### config.mk
export PLATFORM = sky130hd
export DESIGN_NAME = burst_page_splitter
export DESIGN_NICKNAME = d
export VERILOG_FILES = /design/src/rtl/bps_pkg.sv /design/src/rtl/bps_page_decode.sv /design/src/rtl/bps_bound_calc.sv /design/src/rtl/burst_page_splitter.sv
export SDC_FILE = /design/constraint.sdc
export NUM_CORES = 1
export LEC_CHECK = 0
export ABC_AREA = 1
export BUFFER_PORTS_ARGS = -buffer_cell sky130_fd_sc_hd__buf_2
export CAP_MARGIN = 20
export CORE_MARGIN = 3
export CORE_UTILIZATION = 64
export CTS_BUF_LIST = sky130_fd_sc_hd__clkbuf_4 sky130_fd_sc_hd__clkbuf_8
export CTS_CLUSTER_DIAMETER = 60
export DETAILED_ROUTE_END_ITERATION = 8
export GPL_TIMING_DRIVEN = 0
export PLACE_DENSITY = 0.95
export SYNTH_ARGS = -nofsm -noshare
export SYNTH_HDL_FRONTEND = slang
export SYNTH_HIERARCHICAL = 1
export SYNTH_SLANG_ARGS = --single-unit
### constraint.sdc
create_clock -name clk -period 11.7 [get_ports clk]
set_input_delay 0.585 -clock clk [delete_from_list [all_inputs] [get_ports clk]]
set_output_delay 0.585 -clock clk [all_outputs]
set_load 0.005 [all_outputs]
### src/rtl/bps_pkg.sv
package bps_pkg;

    localparam int PG_CODE_W = 3;
    localparam int SZ_W      = 2;
    localparam int PSH_W     = 4;

    typedef enum logic [PG_CODE_W-1:0] {
        PG_OFF  = 3'd0,
        PG_SMALL = 3'd1,
        PG_MID  = 3'd2,
        PG_LARGE = 3'd4
    } pg_code_e;

    // Beat-width code to byte shift; the spare code maps to the widest beat.
    function automatic logic [SZ_W-1:0] beat_shift(input logic [SZ_W-1:0] sz);
        return (sz > 2'd2) ? 2'd2 : sz;
    endfunction

endpackage

### src/rtl/bps_page_decode.sv
module bps_page_decode
    import bps_pkg::*;
#(
    parameter int BASE_PSH = 7
) (
    input  logic [PG_CODE_W-1:0] code,
    output logic                 split,
    output logic [PSH_W-1:0]     psh,
    output logic                 rsvd
);

    always_comb begin
        split = 1'b0;
        psh   = '0;
        rsvd  = 1'b0;
        case (code)
            PG_OFF: ;
            PG_SMALL: begin
                split = 1'b1;
                psh   = PSH_W'(BASE_PSH);
            end
            PG_MID: begin
                split = 1'b1;
                psh   = PSH_W'(BASE_PSH + 1);
            end
            PG_LARGE: begin
                split = 1'b1;
                psh   = PSH_W'(BASE_PSH + 3);
            end
            default: rsvd = 1'b1;
        endcase
    end

endmodule

### src/rtl/bps_bound_calc.sv
module bps_bound_calc
    import bps_pkg::*;
#(
    parameter int ADDR_W  = 32,
    parameter int LEN_W   = 8,
    parameter int MAX_PSH = 10
) (
    input  logic [ADDR_W-1:0] addr,
    input  logic [LEN_W-1:0]  rem,
    input  logic [SZ_W-1:0]   bsh,
    input  logic              split,
    input  logic [PSH_W-1:0]  psh,
    output logic [LEN_W-1:0]  len,
    output logic              last
);

    localparam int OFS_W = MAX_PSH + 1;
    localparam int CMP_W = ((OFS_W > LEN_W) ? OFS_W : LEN_W) + 1;

    logic [OFS_W-1:0] page_bytes;
    logic [OFS_W-1:0] offset;
    logic [OFS_W-1:0] bytes_left;
    logic [CMP_W-1:0] beats_left;
    logic [CMP_W-1:0] rem_x;

    always_comb begin
        page_bytes = OFS_W'(1) << psh;
        offset     = addr[OFS_W-1:0] & (page_bytes - OFS_W'(1));
        bytes_left = page_bytes - offset;
        beats_left = CMP_W'(bytes_left >> bsh);
        rem_x      = CMP_W'(rem);
        if (!split || (beats_left >= rem_x)) begin
            len  = rem;
            last = 1'b1;
        end else begin
            len  = LEN_W'(beats_left);
            last = 1'b0;
        end
    end

endmodule

### src/rtl/burst_page_splitter.sv
module burst_page_splitter
    import bps_pkg::*;
#(
    parameter int ADDR_W   = 32,
    parameter int LEN_W    = 8,
    parameter int BASE_PSH = 7
) (
    input  logic                 clk,
    input  logic                 rst_n,
    input  logic [PG_CODE_W-1:0] cfg_page,
    output logic                 cfg_err,
    input  logic                 in_valid,
    output logic                 in_ready,
    input  logic [ADDR_W-1:0]    in_addr,
    input  logic [LEN_W-1:0]     in_len,
    input  logic [SZ_W-1:0]      in_size,
    output logic                 out_valid,
    input  logic                 out_ready,
    output logic [ADDR_W-1:0]    out_addr,
    output logic [LEN_W-1:0]     out_len,
    output logic                 out_last
);

    localparam int MAX_PSH = BASE_PSH + 3;

    typedef struct packed {
        logic              busy;
        logic [ADDR_W-1:0] addr;
        logic [LEN_W-1:0]  rem;
        logic [SZ_W-1:0]   bsh;
        logic              split;
        logic [PSH_W-1:0]  psh;
        logic              err;
    } state_t;

    state_t st_d, st_q;

    logic             dec_split;
    logic [PSH_W-1:0] dec_psh;
    logic             dec_rsvd;
    logic [LEN_W-1:0] sub_len;
    logic             sub_last;

    bps_page_decode #(.BASE_PSH(BASE_PSH)) u_decode (
        .code  (cfg_page),
        .split (dec_split),
        .psh   (dec_psh),
        .rsvd  (dec_rsvd)
    );

    bps_bound_calc #(
        .ADDR_W  (ADDR_W),
        .LEN_W   (LEN_W),
        .MAX_PSH (MAX_PSH)
    ) u_bound (
        .addr  (st_q.addr),
        .rem   (st_q.rem),
        .bsh   (st_q.bsh),
        .split (st_q.split),
        .psh   (st_q.psh),
        .len   (sub_len),
        .last  (sub_last)
    );

    always_comb begin
        st_d     = st_q;
        st_d.err = st_q.err | dec_rsvd;
        if (!st_q.busy) begin
            if (in_valid) begin
                st_d.busy  = 1'b1;
                st_d.addr  = in_addr;
                st_d.rem   = in_len;
                st_d.bsh   = beat_shift(in_size);
                st_d.split = dec_split;
                st_d.psh   = dec_psh;
            end
        end else if (out_ready) begin
            if (sub_last) begin
                st_d.busy = 1'b0;
            end else begin
                st_d.addr = st_q.addr + (ADDR_W'(sub_len) << st_q.bsh);
                st_d.rem  = st_q.rem - sub_len;
            end
        end
    end

    always_ff @(posedge clk or negedge rst_n) begin
        if (!rst_n) begin
            st_q <= '0;
        end else begin
            st_q <= st_d;
        end
    end

    assign in_ready  = !st_q.busy;
    assign out_valid = st_q.busy;
    assign out_addr  = st_q.addr;
    assign out_len   = sub_len;
    assign out_last  = sub_last;
    assign cfg_err   = st_q.err;

    AST_FIRST_AT_START: assert property (@(posedge clk) disable iff (!rst_n)
        in_valid && in_ready |=> out_valid && (out_addr == $past(in_addr)));

    AST_NO_PAGE_SPAN: assert property (@(posedge clk) disable iff (!rst_n)
        out_valid && st_q.split && (out_len != '0) |->
        (((out_addr + (ADDR_W'(out_len) << st_q.bsh) - ADDR_W'(1)) >> st_q.psh)
            == (out_addr >> st_q.psh)));

    AST_NEXT_ON_BOUNDARY: assert property (@(posedge clk) disable iff (!rst_n)
        out_valid && out_ready && !out_last |=>
        out_valid && ((out_addr & ((ADDR_W'(1) << st_q.psh) - ADDR_W'(1))) == '0));

    AST_HOLD_STALLED: assert property (@(posedge clk) disable iff (!rst_n)
        out_valid && !out_ready |=>
        out_valid && $stable(out_addr) && $stable(out_len) && $stable(out_last));

    AST_LAST_FREES_INPUT: assert property (@(posedge clk) disable iff (!rst_n)
        out_valid && out_ready && out_last |=> in_ready);

    AST_ERR_STICKY: assert property (@(posedge clk) disable iff (!rst_n)
        cfg_err |=> cfg_err);

    AST_RSVD_SETS_ERR: assert property (@(posedge clk) disable iff (!rst_n)
        dec_rsvd |=> cfg_err);

endmodule

Yosys cells after proc, flatten, opt, wreduce, memory -nomap -nowiden
Cells that the tools add are included.
Word-level totals
  bits in registers: 49
  input port bits: 49
  output and inout port bits: 44
  word-level logic and storage cells: 44
Cells by class
  add/subtract/negate cells: 4
  $lt $le $gt $ge: 2
  eq/ne operators: 5
  shift-type cells: 3
  muxes and demuxes: 11
  bitwise gates (word level): 3
  reduce and logical (&&, ||, !) cells: 9
Operator list (count)
  two-way mux 41 bit: 2
  two-way mux 48 bit: 1
  two-way mux 40 bit: 1
  adder 32 bit: 1
  << shifter 8 x 2 -> 32 bit: 1
  greater-or-equal comparator 12 x 8 -> 1 bit: 1
  case mux 4 bit (3 select lines): 1
  >> shifter 11 x 2 -> 12 bit: 1
  bitwise AND 11 bit: 1
  << shifter 1 x 4 -> 11 bit (first input constant): 1
  subtractor 11 x 1 -> 11 bit (second input constant): 1
  subtractor 11 bit: 1
  two-way mux 8 bit: 1
  subtractor 8 bit: 1
  two-way mux 1 bit: 4
  != test 2 bit (second input constant): 2
  OR reduction 4 bit: 1
  equality test 3 x 1 -> 1 bit (second input constant): 1
  equality test 3 x 2 -> 1 bit (second input constant): 1
  equality test 3 bit (second input constant): 1
  logical NOT 3 bit: 1
  AND reduction 3 bit: 1
  OR reduction 3 bit: 1
  greater-than comparator 2 bit (second input constant): 1
  7 further kinds: 8

Logic depth before layout (Yosys ltp)
  word-level depth: 13
  mapped depth: 49
  depth with buffers taken out: 49

Modules after synthesis
The synthesis kept the hierarchy.
By module, submodules not included
  burst_page_splitter: instances 1, cells each 644, area an instance 4307.9 sq um
  bps_bound_calc: instances 1, cells each 257, area an instance 1297.5 sq um
  bps_page_decode: instances 1, cells each 16, area an instance 72.6 sq um

Least setup slack after synthesis
OpenSTA, ideal clock, no wires.
  path type: flip-flop to flip-flop
  start: reg st_q[2] (netlist bit)
  end: reg st_q (netlist bit out_addr[24])
  setup time: 122 ps
  arrival time: 4847 ps
  slack: 6731 ps
  cell stages (with the launch flop): 47
  path through: dfrtp_1 buf_6 nor2_1 nand2_1 ha_1 inv_1 nand2_1 nand3_1 nand2_1 inv_1 nand3_1 nand2_1 xor2_1 inv_1 nand2_1 o21ai_0 nand2_1 o21ai_0 [... 11 more ...] nand3_1 nand2_1 inv_1 nand2_1 o21ai_0 nor2_1 inv_1 fa_1 inv_1 nand3_1 nand3_1 nand3_1 nand2_1 nand2_1 nand2_1 nand3_1 nand3_1 a21boi_1
Between the ends
  word-level cells in the longest chain between the ends: 13
RTL lines
  start: declaration: line burst_page_splitter.sv:36  | state_t st_d, st_q;
  start signal: assignment: line burst_page_splitter.sv:91  | st_q <= st_d;
  << shifter 1 x 4 -> 11 bit *: line bps_bound_calc.sv:27  | page_bytes = OFS_W'(1) << psh;
  subtractor 11 x 1 -> 11 bit: line bps_bound_calc.sv:28  | offset = addr[OFS_W-1:0] & (page_bytes - OFS_W'(1));
  bitwise AND 11 bit: line bps_bound_calc.sv:28
  subtractor 11 bit *: line bps_bound_calc.sv:29  | bytes_left = page_bytes - offset;
  >> shifter 11 x 2 -> 12 bit *: line bps_bound_calc.sv:30  | beats_left = CMP_W'(bytes_left >> bsh);
  greater-or-equal comparator 12 x 8 -> 1 bit: line bps_bound_calc.sv:32  | if (!split || (beats_left >= rem_x)) begin
  logical OR 1 bit: line bps_bound_calc.sv:32
  two-way mux 8 bit *: line bps_bound_calc.sv:32
  named net out_len[1]: line burst_page_splitter.sv:20  | output logic [LEN_W-1:0] out_len,
  << shifter 8 x 2 -> 32 bit *: line burst_page_splitter.sv:81  | st_d.addr = st_q.addr + (ADDR_W'(sub_len) << st_q.bsh);
  adder 32 bit *: line burst_page_splitter.sv:81
  two-way mux 40 bit *: line burst_page_splitter.sv:78  | if (sub_last) begin
  two-way mux 41 bit *: line burst_page_splitter.sv:77  | end else if (out_ready) begin
  two-way mux 41 bit *: line burst_page_splitter.sv:68  | if (!st_q.busy) begin
The timed path passes the listed nets; every way through them passes the cells marked *. The select of a mux whose other input is x is not followed.
A chain may end at the register's enable or synchronous reset.

Worst setup path after layout
  start: reg st_q[4] (netlist bit)
  end: reg st_q (netlist bit out_addr[24])
Between the ends
  word-level cells in the longest chain between the ends: 13
RTL lines (line)
  << shifter 1 x 4 -> 11 bit *: bps_bound_calc.sv:27
  subtractor 11 x 1 -> 11 bit: bps_bound_calc.sv:28
  bitwise AND 11 bit: bps_bound_calc.sv:28
  subtractor 11 bit *: bps_bound_calc.sv:29
  >> shifter 11 x 2 -> 12 bit *: bps_bound_calc.sv:30
  greater-or-equal comparator 12 x 8 -> 1 bit: bps_bound_calc.sv:32
  logical OR 1 bit: bps_bound_calc.sv:32
  two-way mux 8 bit: bps_bound_calc.sv:32
  << shifter 8 x 2 -> 32 bit: burst_page_splitter.sv:81
  adder 32 bit: burst_page_splitter.sv:81
  two-way mux 40 bit: burst_page_splitter.sv:78
  two-way mux 41 bit: burst_page_splitter.sv:77
  two-way mux 41 bit: burst_page_splitter.sv:68
Every way passes the cells marked *; elsewhere a longest branch is shown, timed or not. The select of a mux whose other input is x is not followed.

==> impl_metrics.ini <==
[global_routing]
grt_antenna_before_repair = 0
track_usage_pct = 33.8
grt_pass1_wl_mm = 27.6
grt-ovfl-total = 0
first_global_vias = 6044
grt_max_degree = 32

[synth]
syn_avg_cell_area_um2 = 6.19
ys_top_cells_by_area = dfrtp_1, nand2_1, nand3_1
synth_compound_area_share_pct = 15.8
ys_types = 44
synth_top_area_share_pct = 21.6
netlist_area_mm2 = 0.00568
synthAdderAreaFrac_pct = 7.32
synth_simple_gate_area_share_pct = 38.1
yosys.area.top_type = dfrtp_1
synth_flop_cell = dfrtp_1
synth_edf_count = 0
ys_ff_latch = 49
yosysMostFrequentCell = nand2_1
synth_fp_nets = 998
synth_top_family_by_area = simple AND/OR/NAND/NOR gates
synthXorXnorAreaFrac_pct = 0.617
yosys_warnings = 6
synth_commonest_cells = nand2_1, inv_1, nand3_1
synth_cells = 917
ys_async_sr_fraction_pct = 100
yosysSeqAreaShare_pct = 21.6
synth_mux_area_share_pct = 0.529

[run]
cap_violations = 0

[placement]
hpwl_mm = 13.1
io_buffers = 92
gp_congestion = 0.961
dp.cells = 1115

[sta]
tightest_slew_ps = 628
slew_violations = 0
tns_ps = 0
finClkSkew_ps = 12.0
rsz0062_at_grt = no
slew_headroom_pct = 58.1
fin_crit_ps = 6170
hold_ws_ps = 214
fin_crit_sh_pct = 52.7
finalHoldViolCount = 0
setup-violations-final = 0
max_freq_mhz = 162

[route]
wl_met3_mm = 1.58
via_per_inst = 5.81
drt-total-wl_mm = 16.6
top_layer = met4
postRouteAntennaNets = 0
dr.first_iter.drc_count = 489
vias = 6526
wl_met1_mm = 6.62
drt-pass1-iter-count = 6
drcViolationCount = 0
wire_per_inst_um = 14.8
wl_met2_mm = 7.77

[worst_setup_path]
slowest_delay_ps = 420
cp-end-kind = register
start_kind = register
cp_common_cell = nand2_1
crit_start = st_q[4]$_DFFE_PN0P_
slowest_stage = fa_1
cp.arrival_ps = 6380
path_max_fanout = 10
rr_startpoint = st_q[4]$_DFFE_PN0P_
path_class = register to register
worstPathRequired_ps = 11910

[floorplanning]
chipHeight_um = 100
core_area_mm2 = 0.00842
die_x_um = 100
start_util_pct = 67.4
dieArea_mm2 = 0.0100
io_pins = 93
rows = 33

[run_status]
status = complete, no violations

[final_layout]
areaGrowthSynthToFinish_pct = 12.6
fin_nets = 1098
post-route-util_pct = 75.9
antenna_cells = 0
drive_above_1_share_pct = 19.6
finalNonFillerCells = 1123

[cts]
cts_tree = built
postCtsHoldBufs = 0
cts.sinks = 49
htree_levels = 2
ctsLongestPathBuffers = 2
cts-root-buf = clkbuf_8
clk_latency_ps = 320
path_clk_slew_ps = 100
cts_resized = 0
post_cts_buffers = 0
cts_buffers = 5

[min_path]
hold_path.class = input port to async pin
logic make-up (layout without fill, tap and decap cells):
kind of cell / Yosys count / count (layout)
XOR/XNOR: 4 / 4
multiplexers: 3 / 3
flip-flops: 49 / 49
buffers and inverters: 199 / 300
AND/OR/NAND/NOR: 480 / 480
AO/OA/AOI/OAI: 150 / 150
adder cells (fa/ha/maj): 32 / 32
sequential cells by signal, indices dropped and copies added (netlist names):
signal and cells:
st_q 15, out_addr 32, cfg_err 1, out_valid 1
final timing paths:
path                            slack, ps                  endpoint  cells after the start
worst min-delay path                  210   out_addr[2]$_DFFE_PN0P_                      1
worst max-delay path                 5530  out_addr[24]$_DFFE_PN0P_                     46
worst min register to register        480         cfg_err$_DFF_PN0_                      1
worst max register to register       5530  out_addr[24]$_DFFE_PN0P_                     46
max in group asynchronous           10950      st_q[13]$_DFFE_PN0P_                      2
min in group clk                      480         cfg_err$_DFF_PN0_                      1
routing by layer:
layer	GRT usage, %	vias to the layer above
met5	0	-
met4	15.2	0
met3	4.59	59
met2	57.2	375
met1	42.9	2938
li1	-	3154
placed cells by master, fill, tap and decap left out, types with 6 or more instances in the layout:
cell,synthesis,routed
a22oi_1,11,11
nor2_1,47,47
o21ai_1,6,6
buf_2,8,100
nor3_1,7,7
nand2_1,262,262
ha_1,30,30
inv_2,16,16
nand3_1,104,104
nand2_2,15,15
nand3b_1,8,8
a21boi_1,12,12
a2bb2oi_1,15,15
buf_4,34,34
o21ai_0,36,36
nand4_1,13,13
inv_1,125,125
dfrtp_1,49,49
clkbuf_8,0,7
a21oi_1,57,57
layout make-up:
| type | instances | area [µm²] |
|---|---|---|
| multi-input combinational | 669 | 3540 |
| fill | 722 | 2030 |
| sequential | 49 | 1230 |
| inverter | 145 | 544 |
| timing repair buffer | 93 | 480 |
| buffer | 54 | 363 |
| tap | 105 | 131 |
| clock buffer | 7 | 96.3 |
| clock inverter | 1 | 5.00 |
worst max-delay path, delay by kind of cell, from the launching register on:
kind            cells  cell delay (ps)
simple gates       24             2650
compound gates      9              990
buf+inv             9              960
fa+ha+maj           3              910
flops               1              400
xor+xnor            1              170
through the flow:
stage                     instance area (µm²)  setup slack (ps)
final                                    6390              5530
after global routing                     6390              4800
after CTS                                6390              5610
after detailed placement                 6290              5630
after global placement                   6270              5730
after floorplan                          5680              6730
Power is not shown: default switching activity piles up to over one toggle a cycle in this logic, so the estimate is an artifact.
